[src/rtl/pmc_pkg.sv]
package pmc_pkg;

  typedef enum logic [1:0] {
    MODE_RUN   = 2'd0,
    MODE_IDLE  = 2'd1,
    MODE_SLEEP = 2'd2
  } mode_e;

  typedef enum logic [2:0] {
    ST_RUN        = 3'd0,
    ST_ENT_IDLE   = 3'd1,
    ST_IDLE       = 3'd2,
    ST_EXIT_IDLE  = 3'd3,
    ST_ENT_SLEEP  = 3'd4,
    ST_SLEEP      = 3'd5,
    ST_EXIT_SLEEP = 3'd6
  } pmc_state_e;

  // Latency in ns to cycles: ceil(ns*1000/period_ps), at least one cycle.
  function automatic int unsigned lat_cycles(input int unsigned lat_ns,
                                             input int unsigned period_ps);
    longint unsigned t_ps;
    longint unsigned cyc;
    t_ps = 64'(lat_ns) * 64'd1000;
    cyc  = (t_ps + 64'(period_ps) - 64'd1) / 64'(period_ps);
    if (cyc == 64'd0) cyc = 64'd1;
    return 32'(cyc);
  endfunction

  function automatic int unsigned max4(input int unsigned a, input int unsigned b,
                                       input int unsigned c, input int unsigned d);
    int unsigned m;
    m = a;
    if (b > m) m = b;
    if (c > m) m = c;
    if (d > m) m = d;
    return m;
  endfunction

  function automatic logic is_transient(input pmc_state_e s);
    return (s == ST_ENT_IDLE) || (s == ST_EXIT_IDLE) ||
           (s == ST_ENT_SLEEP) || (s == ST_EXIT_SLEEP);
  endfunction

endpackage

[src/rtl/pmc_latency_timer.sv]
module pmc_latency_timer #(
  parameter int unsigned CNT_W = 8
) (
  input  logic             clk,
  input  logic             rst_n,
  input  logic             load_i,
  input  logic [CNT_W-1:0] load_val_i,
  output logic             active_o,
  output logic             expired_o
);
  logic [CNT_W-1:0] cnt_q;
  logic             active_q;

  always_ff @(posedge clk or negedge rst_n) begin
    if (!rst_n) begin
      cnt_q    <= '0;
      active_q <= 1'b0;
    end else if (load_i) begin
      cnt_q    <= load_val_i;
      active_q <= 1'b1;
    end else if (active_q) begin
      if (cnt_q == '0) active_q <= 1'b0;
      else             cnt_q    <= cnt_q - 1'b1;
    end
  end

  assign active_o  = active_q;
  assign expired_o = active_q && (cnt_q == '0);


  load_when_free_chk: assert property (@(posedge clk) disable iff (!rst_n)
    load_i |-> !active_q);


  count_step_chk: assert property (@(posedge clk) disable iff (!rst_n)
    (active_q && cnt_q != '0 && !load_i) |=> (active_q && cnt_q == $past(cnt_q) - 1'b1));

endmodule

[src/rtl/pmc_mode_fsm.sv]
module pmc_mode_fsm
  import pmc_pkg::*;
#(
  parameter int unsigned CNT_W     = 8,
  parameter int unsigned CYC_R2I   = 1,
  parameter int unsigned CYC_I2R   = 1,
  parameter int unsigned CYC_R2S   = 1,
  parameter int unsigned CYC_S2R   = 1
) (
  input  logic             clk,
  input  logic             rst_n,
  input  logic             idle_req_i,
  input  logic             sleep_req_i,
  input  logic             irq_i,
  input  logic             wake_i,
  input  logic             expired_i,
  output pmc_state_e       state_o,
  output logic             load_o,
  output logic [CNT_W-1:0] load_val_o
);
  localparam logic [CNT_W-1:0] LD_R2I = CNT_W'(CYC_R2I - 1);
  localparam logic [CNT_W-1:0] LD_I2R = CNT_W'(CYC_I2R - 1);
  localparam logic [CNT_W-1:0] LD_R2S = CNT_W'(CYC_R2S - 1);
  localparam logic [CNT_W-1:0] LD_S2R = CNT_W'(CYC_S2R - 1);

  pmc_state_e state_q, state_d;

  // Named events, brought out for the checks
  logic go_sleep, go_idle, leave_idle, leave_sleep;
  assign go_sleep    = (state_q == ST_RUN)   && sleep_req_i;
  assign go_idle     = (state_q == ST_RUN)   && !sleep_req_i && idle_req_i;
  assign leave_idle  = (state_q == ST_IDLE)  && irq_i;
  assign leave_sleep = (state_q == ST_SLEEP) && wake_i;

  always_comb begin
    state_d    = state_q;
    load_o     = 1'b0;
    load_val_o = '0;
    unique case (state_q)
      ST_RUN: begin
        if (go_sleep) begin
          state_d = ST_ENT_SLEEP; load_o = 1'b1; load_val_o = LD_R2S;
        end else if (go_idle) begin
          state_d = ST_ENT_IDLE;  load_o = 1'b1; load_val_o = LD_R2I;
        end
      end
      ST_IDLE: if (leave_idle) begin
        state_d = ST_EXIT_IDLE; load_o = 1'b1; load_val_o = LD_I2R;
      end
      ST_SLEEP: if (leave_sleep) begin
        state_d = ST_EXIT_SLEEP; load_o = 1'b1; load_val_o = LD_S2R;
      end
      ST_ENT_IDLE:   if (expired_i) state_d = ST_IDLE;
      ST_ENT_SLEEP:  if (expired_i) state_d = ST_SLEEP;
      ST_EXIT_IDLE:  if (expired_i) state_d = ST_RUN;
      ST_EXIT_SLEEP: if (expired_i) state_d = ST_RUN;
      default:       state_d = ST_RUN;
    endcase
  end

  always_ff @(posedge clk or negedge rst_n) begin
    if (!rst_n) state_q <= ST_RUN;
    else        state_q <= state_d;
  end

  assign state_o = state_q;


  transit_hold_chk: assert property (@(posedge clk) disable iff (!rst_n)
    (is_transient(state_q) && !expired_i) |=> $stable(state_q));


  no_cross_chk: assert property (@(posedge clk) disable iff (!rst_n)
    (state_q == ST_IDLE) |=> (state_q != ST_ENT_SLEEP && state_q != ST_SLEEP));


  idle_exit_only_irq_chk: assert property (@(posedge clk) disable iff (!rst_n)
    (state_q == ST_IDLE && !irq_i) |=> (state_q == ST_IDLE));


  sleep_exit_only_wake_chk: assert property (@(posedge clk) disable iff (!rst_n)
    (state_q == ST_SLEEP && !wake_i) |=> (state_q == ST_SLEEP));


  sleep_priority_chk: assert property (@(posedge clk) disable iff (!rst_n)
    (state_q == ST_RUN && sleep_req_i && idle_req_i) |=> (state_q == ST_ENT_SLEEP));

endmodule

[src/rtl/pmc_gate_decode.sv]
module pmc_gate_decode
  import pmc_pkg::*;
(
  input  pmc_state_e state_i,
  output logic       clk_gate_en_o,
  output logic       blk_shdn_en_o,
  output mode_e      mode_o,
  output logic       busy_o
);
  always_comb begin
    clk_gate_en_o = 1'b0;
    blk_shdn_en_o = 1'b0;
    mode_o        = MODE_RUN;
    unique case (state_i)
      ST_IDLE: begin
        clk_gate_en_o = 1'b1;
        mode_o        = MODE_IDLE;
      end
      ST_SLEEP: begin
        clk_gate_en_o = 1'b1;
        blk_shdn_en_o = 1'b1;
        mode_o        = MODE_SLEEP;
      end
      default: ;
    endcase
  end

  assign busy_o = is_transient(state_i);

endmodule

[src/rtl/pwr_mode_ctrl.sv]
module pwr_mode_ctrl
  import pmc_pkg::*;
#(
  parameter int unsigned CLK_PERIOD_PS = 4000,
  parameter int unsigned LAT_R2I_NS    = 10_000,
  parameter int unsigned LAT_I2R_NS    = 10_000,
  parameter int unsigned LAT_R2S_NS    = 90_000,
  parameter int unsigned LAT_S2R_NS    = 160_000_000
) (
  input  logic       clk,
  input  logic       rst_n,
  input  logic       idle_req_i,
  input  logic       sleep_req_i,
  input  logic       irq_i,
  input  logic       wake_i,
  output logic       clk_gate_en_o,
  output logic       blk_shdn_en_o,
  output logic [1:0] mode_o,
  output logic       busy_o
);
  localparam int unsigned CYC_R2I = lat_cycles(LAT_R2I_NS, CLK_PERIOD_PS);
  localparam int unsigned CYC_I2R = lat_cycles(LAT_I2R_NS, CLK_PERIOD_PS);
  localparam int unsigned CYC_R2S = lat_cycles(LAT_R2S_NS, CLK_PERIOD_PS);
  localparam int unsigned CYC_S2R = lat_cycles(LAT_S2R_NS, CLK_PERIOD_PS);
  localparam int unsigned CYC_MAX = max4(CYC_R2I, CYC_I2R, CYC_R2S, CYC_S2R);
  localparam int unsigned CNT_W   = (CYC_MAX < 2) ? 1 : $clog2(CYC_MAX);

  pmc_state_e       state;
  logic             tmr_load;
  logic [CNT_W-1:0] tmr_val;
  logic             tmr_active;
  logic             tmr_expired;
  mode_e            mode_enum;

  pmc_mode_fsm #(
    .CNT_W   (CNT_W),
    .CYC_R2I (CYC_R2I),
    .CYC_I2R (CYC_I2R),
    .CYC_R2S (CYC_R2S),
    .CYC_S2R (CYC_S2R)
  ) u_fsm (
    .clk         (clk),
    .rst_n       (rst_n),
    .idle_req_i  (idle_req_i),
    .sleep_req_i (sleep_req_i),
    .irq_i       (irq_i),
    .wake_i      (wake_i),
    .expired_i   (tmr_expired),
    .state_o     (state),
    .load_o      (tmr_load),
    .load_val_o  (tmr_val)
  );

  pmc_latency_timer #(.CNT_W(CNT_W)) u_tmr (
    .clk        (clk),
    .rst_n      (rst_n),
    .load_i     (tmr_load),
    .load_val_i (tmr_val),
    .active_o   (tmr_active),
    .expired_o  (tmr_expired)
  );

  pmc_gate_decode u_dec (
    .state_i       (state),
    .clk_gate_en_o (clk_gate_en_o),
    .blk_shdn_en_o (blk_shdn_en_o),
    .mode_o        (mode_enum),
    .busy_o        (busy_o)
  );

  assign mode_o = mode_enum;


  shdn_needs_gate_chk: assert property (@(posedge clk) disable iff (!rst_n)
    blk_shdn_en_o |-> clk_gate_en_o);


  gated_not_busy_chk: assert property (@(posedge clk) disable iff (!rst_n)
    busy_o |-> (!clk_gate_en_o && !blk_shdn_en_o));


  busy_tracks_timer_chk: assert property (@(posedge clk) disable iff (!rst_n)
    busy_o == tmr_active);


  idle_release_chk: assert property (@(posedge clk) disable iff (!rst_n)
    (mode_o == 2'd1 && irq_i) |=> (mode_o == 2'd0 && busy_o && !clk_gate_en_o));

endmodule

[config.mk]
export PLATFORM = sky130hd
export DESIGN_NAME = pwr_mode_ctrl
export DESIGN_NICKNAME = d
export VERILOG_FILES = /design/src/rtl/pmc_pkg.sv /design/src/rtl/pmc_latency_timer.sv /design/src/rtl/pmc_mode_fsm.sv /design/src/rtl/pmc_gate_decode.sv /design/src/rtl/pwr_mode_ctrl.sv
export SDC_FILE = /design/constraint.sdc
export NUM_CORES = 1
export LEC_CHECK = 0
export BUFFER_PORTS_ARGS = -buffer_cell sky130_fd_sc_hd__buf_2
export CORE_ASPECT_RATIO = 0.7
export CORE_MARGIN = 3
export CORE_UTILIZATION = 60
export CTS_BUF_LIST = sky130_fd_sc_hd__clkbuf_16
export CTS_CLUSTER_DIAMETER = 40
export DETAILED_ROUTE_END_ITERATION = 8
export GPL_ROUTABILITY_DRIVEN = 0
export GPL_TIMING_DRIVEN = 1
export PLACE_DENSITY = 0.89
export SKIP_CTS_REPAIR_TIMING = 1
export SYNTH_ARGS = -nofsm -noshare
export SYNTH_HDL_FRONTEND = slang
export SYNTH_SLANG_ARGS = --single-unit
export TNS_END_PERCENT = 10
[constraint.sdc]
create_clock -name clk -period 2.4 [get_ports clk]
set_clock_uncertainty 0.15 [all_clocks]
set_input_delay 0 -clock clk [delete_from_list [all_inputs] [get_ports clk]]
set_output_delay 0 -clock clk [all_outputs]
set_load 0.01 [all_outputs]
==> impl_metrics.env <==
export IMPL_status="finished with violations"
export IMPL_violations="negative hold slack"
export IMPL_grt_pass1_vias=1811
export IMPL_fill_cells=198
export IMPL_critPathLaunchType="flip-flop"
export IMPL_final_common_cell="dfrtp_1"
export IMPL_fmax_ghz=0.448
export IMPL_p_per_area_nw_per_um2=710
export IMPL_clock_power_share=0.360
export IMPL_num_vias=1918
export IMPL_cts_made_buffers=5
export IMPL_synth_net_count=225
export IMPL_mostFrequentLayoutCells="dfrtp_1, nor2_1, a21oi_1, buf_4, nand2_1"
export IMPL_rows=16
export IMPL_htreeDepth=2
export IMPL_viasPerCell=6.87
export IMPL_track_usage=0.288
export IMPL_numPortBuffers=10
export IMPL_cp_end_kind="flip-flop"
export IMPL_yosysUniqueCellTypes=56
export IMPL_synth_async_reset_ratio=1.00
export IMPL_multi_input_area_um2=1120
export IMPL_drv_cap=0
export IMPL_critical_path_class="reg2reg"
export IMPL_synth_edf_count=0
export IMPL_p_int_uw=1120
export IMPL_timing_final_crit_period_ps=2230
export IMPL_overflow=0
export IMPL_grt_max_degree=31
export IMPL_setup_viol=0
export IMPL_clk_pin_slew_ps=50
export IMPL_nNetsFinal=249
export IMPL_wire_per_inst_um=18.1
export IMPL_syn_avg_cell_area_um2=8.87
export IMPL_hold_violations=1
export IMPL_core_area_um2=2940
export IMPL_worst_pin_slew_ps=648
export IMPL_initial_core_util=0.657
export IMPL_switching_share=0.311
export IMPL_hold_class="in2reg"
export IMPL_synth_seq_cells=30
export IMPL_antenna_found_initial=0
export IMPL_cts_tree="yes"
export IMPL_relSlewSlack=0.568
export IMPL_dieArea_um2=3950
export IMPL_grt_setup_unrepaired="yes"
export IMPL_synth_ff_type="dfrtp_1"
export IMPL_dpl_instance_area_um2=2110
export IMPL_whs_ps=-27.0
export IMPL_yosys_warnings=0
export IMPL_clockBufferDepth=2
export IMPL_grt_pass1_wl_um=8470
export IMPL_switchingPower_uw=503
export IMPL_routed_wl_um=5060
export IMPL_drive_gt1_frac=0.206
export IMPL_cts_sinks=30
export IMPL_dp_cells=270
export IMPL_route_detailed_drc=0
export IMPL_power_frac_seq=0.457
export IMPL_fin_cells=279
export IMPL_finalMaxSlewViolations=0
export IMPL_drt_iter0_markers=247
export IMPL_netlist_area_um2=1930
export IMPL_dpl_hpwl_um=3620
export IMPL_clk_latency_ps=280
export IMPL_slowest_stage="dfrtp_1"
export IMPL_ant_nets=0
export IMPL_cpPeakStageDelay_ps=410
export IMPL_root_buffer="clkbuf_16"
export IMPL_crit_arrival_ps=2250
export IMPL_synthCells=218
export IMPL_die_height_um=53.5
export IMPL_antennaDiodeCount=0
export IMPL_io_pins=11
export IMPL_ys_seq_area_frac=0.388
export IMPL_final_seq_area_um2=751
export IMPL_syn2layout_area_growth_pct=17.9
export IMPL_path_max_fanout=13
export IMPL_p_leak_uw=0.000922
export IMPL_fin_crit_sh=0.931
export IMPL_die_x_um=73.9
export IMPL_power_frac_comb=0.183
export IMPL_crit_required_ps=2420
export IMPL_crit_path_cell_trace="inv_1 > ha_1 > nor3b_4 > nand4_1 > o21ai_2 > buf_12 > a22oi_1 > o22a_1"
export IMPL_irDropWorstVdd_mv=0.656
export IMPL_drtPass1Iterations=5
export IMPL_design_area_um2=2280
==> cells in the mapped netlist (2+ instances only) <==
cell / count / area share
a31oi_1: 8 / 0.026
clkbuf_1: 4 / 0.0078
o31ai_1: 2 / 0.0078
nor4_2: 2 / 0.013
and3b_1: 2 / 0.0091
a2bb2oi_1: 2 / 0.0091
a21oi_1: 16 / 0.041
nand4_1: 4 / 0.013
nor2_1: 17 / 0.033
or4_1: 7 / 0.027
nor3_1: 12 / 0.031
o21a_1: 2 / 0.0078
and3_1: 3 / 0.0097
dfrtp_1: 30 / 0.39
o41ai_1: 3 / 0.014
a211o_1: 2 / 0.0091
inv_1: 7 / 0.014
or3b_2: 2 / 0.0091
o21ai_0: 11 / 0.028
or2_2: 3 / 0.0097
nor4_1: 2 / 0.0065
o2bb2ai_1: 2 / 0.0091
and2_1: 3 / 0.0097
o211ai_1: 5 / 0.019
or3_1: 7 / 0.023
nand3_1: 7 / 0.018
buf_4: 2 / 0.0078
nand2b_1: 4 / 0.013
buf_2: 5 / 0.013
o22a_1: 5 / 0.023
nand2_1: 12 / 0.023
==> final cells by class <==
| cell class | instances | area share |
|---|---|---|
| multi-input combinational | 170 | 0.491 |
| clock buffer | 5 | 0.0549 |
| clock inverter | 3 | 0.00549 |
| inverter | 7 | 0.0115 |
| timing repair buffer | 28 | 0.0878 |
| sequential | 30 | 0.329 |
| tap | 36 | 0.0198 |
==> stage by stage <==
step	total power, uW	setup TNS (ps)	worst slack (ps)	util
global route	1710	-32.1	-15.9	0.775
finish	1620	0	166	0.775
CTS	1600	0	92.8	0.765
detailed placement	1020	0	100	0.719
floorplan	920	0	251	-
global placement	1000	0	188	0.719
==> critical path: cells and delay by family (launching register included) <==
kind                     cells  cell delay, ps
AO/OA/AOI/OAI                3             610
adder cells (fa/ha/maj)      1             190
buffers and inverters        2             270
flip-flops                   1             410
AND/OR/NAND/NOR              2             500
==> logic make-up (layout without fill, tap and decap cells) <==
group                      Yosys count  count (layout)  synth area share
and+or+nand+nor                     95              95             0.296
AOI/OAI and AO/OA                   71              71             0.252
DFF                                 30              30             0.388
buffers and inverters               18              43            0.0420
adders and majority gates            2               2            0.0116
xor gates and xnor gates             1               1           0.00453
muxes                                1               1           0.00517
==> state kept, by name, summed over array words and instances, names as in the netlist <==
signal          count
u_fsm.state_o       3
u_tmr.active_o      1
u_tmr.cnt_q        26
==> power groups by stage <==
stage	sequential, uW	clock, uW	combinational, uW
finish	739	583	296
floorplan	697	0	222
global route	757	616	339
global placement	727	0	276
CTS	725	590	286
detailed placement	733	0	284
==> final timing paths <==
check	from	endpoint	slack, ps	cells past startpoint
worst max-delay path	u_tmr.cnt_q[0]	u_tmr.cnt_q[3]	170	8
worst min-delay path	wake_i	u_fsm.state_o[0]	-30	4
worst max register to register	u_tmr.cnt_q[0]	u_tmr.cnt_q[3]	170	8
worst min register to register	u_tmr.cnt_q[14]	u_tmr.cnt_q[14]	360	1
max in group asynchronous	rst_n	u_tmr.cnt_q[13]	1530	2
min in group asynchronous	rst_n	u_fsm.state_o[0]	140	2
==> routing by layer <==
metal | global-route usage | part of all wire
met5 | 0 | 0
met4 | 0.102 | 0.022
met3 | 0.112 | 0.11
met2 | 0.422 | 0.43
met1 | 0.385 | 0.44
No activity file was read; power rests on OpenSTA's default activity.
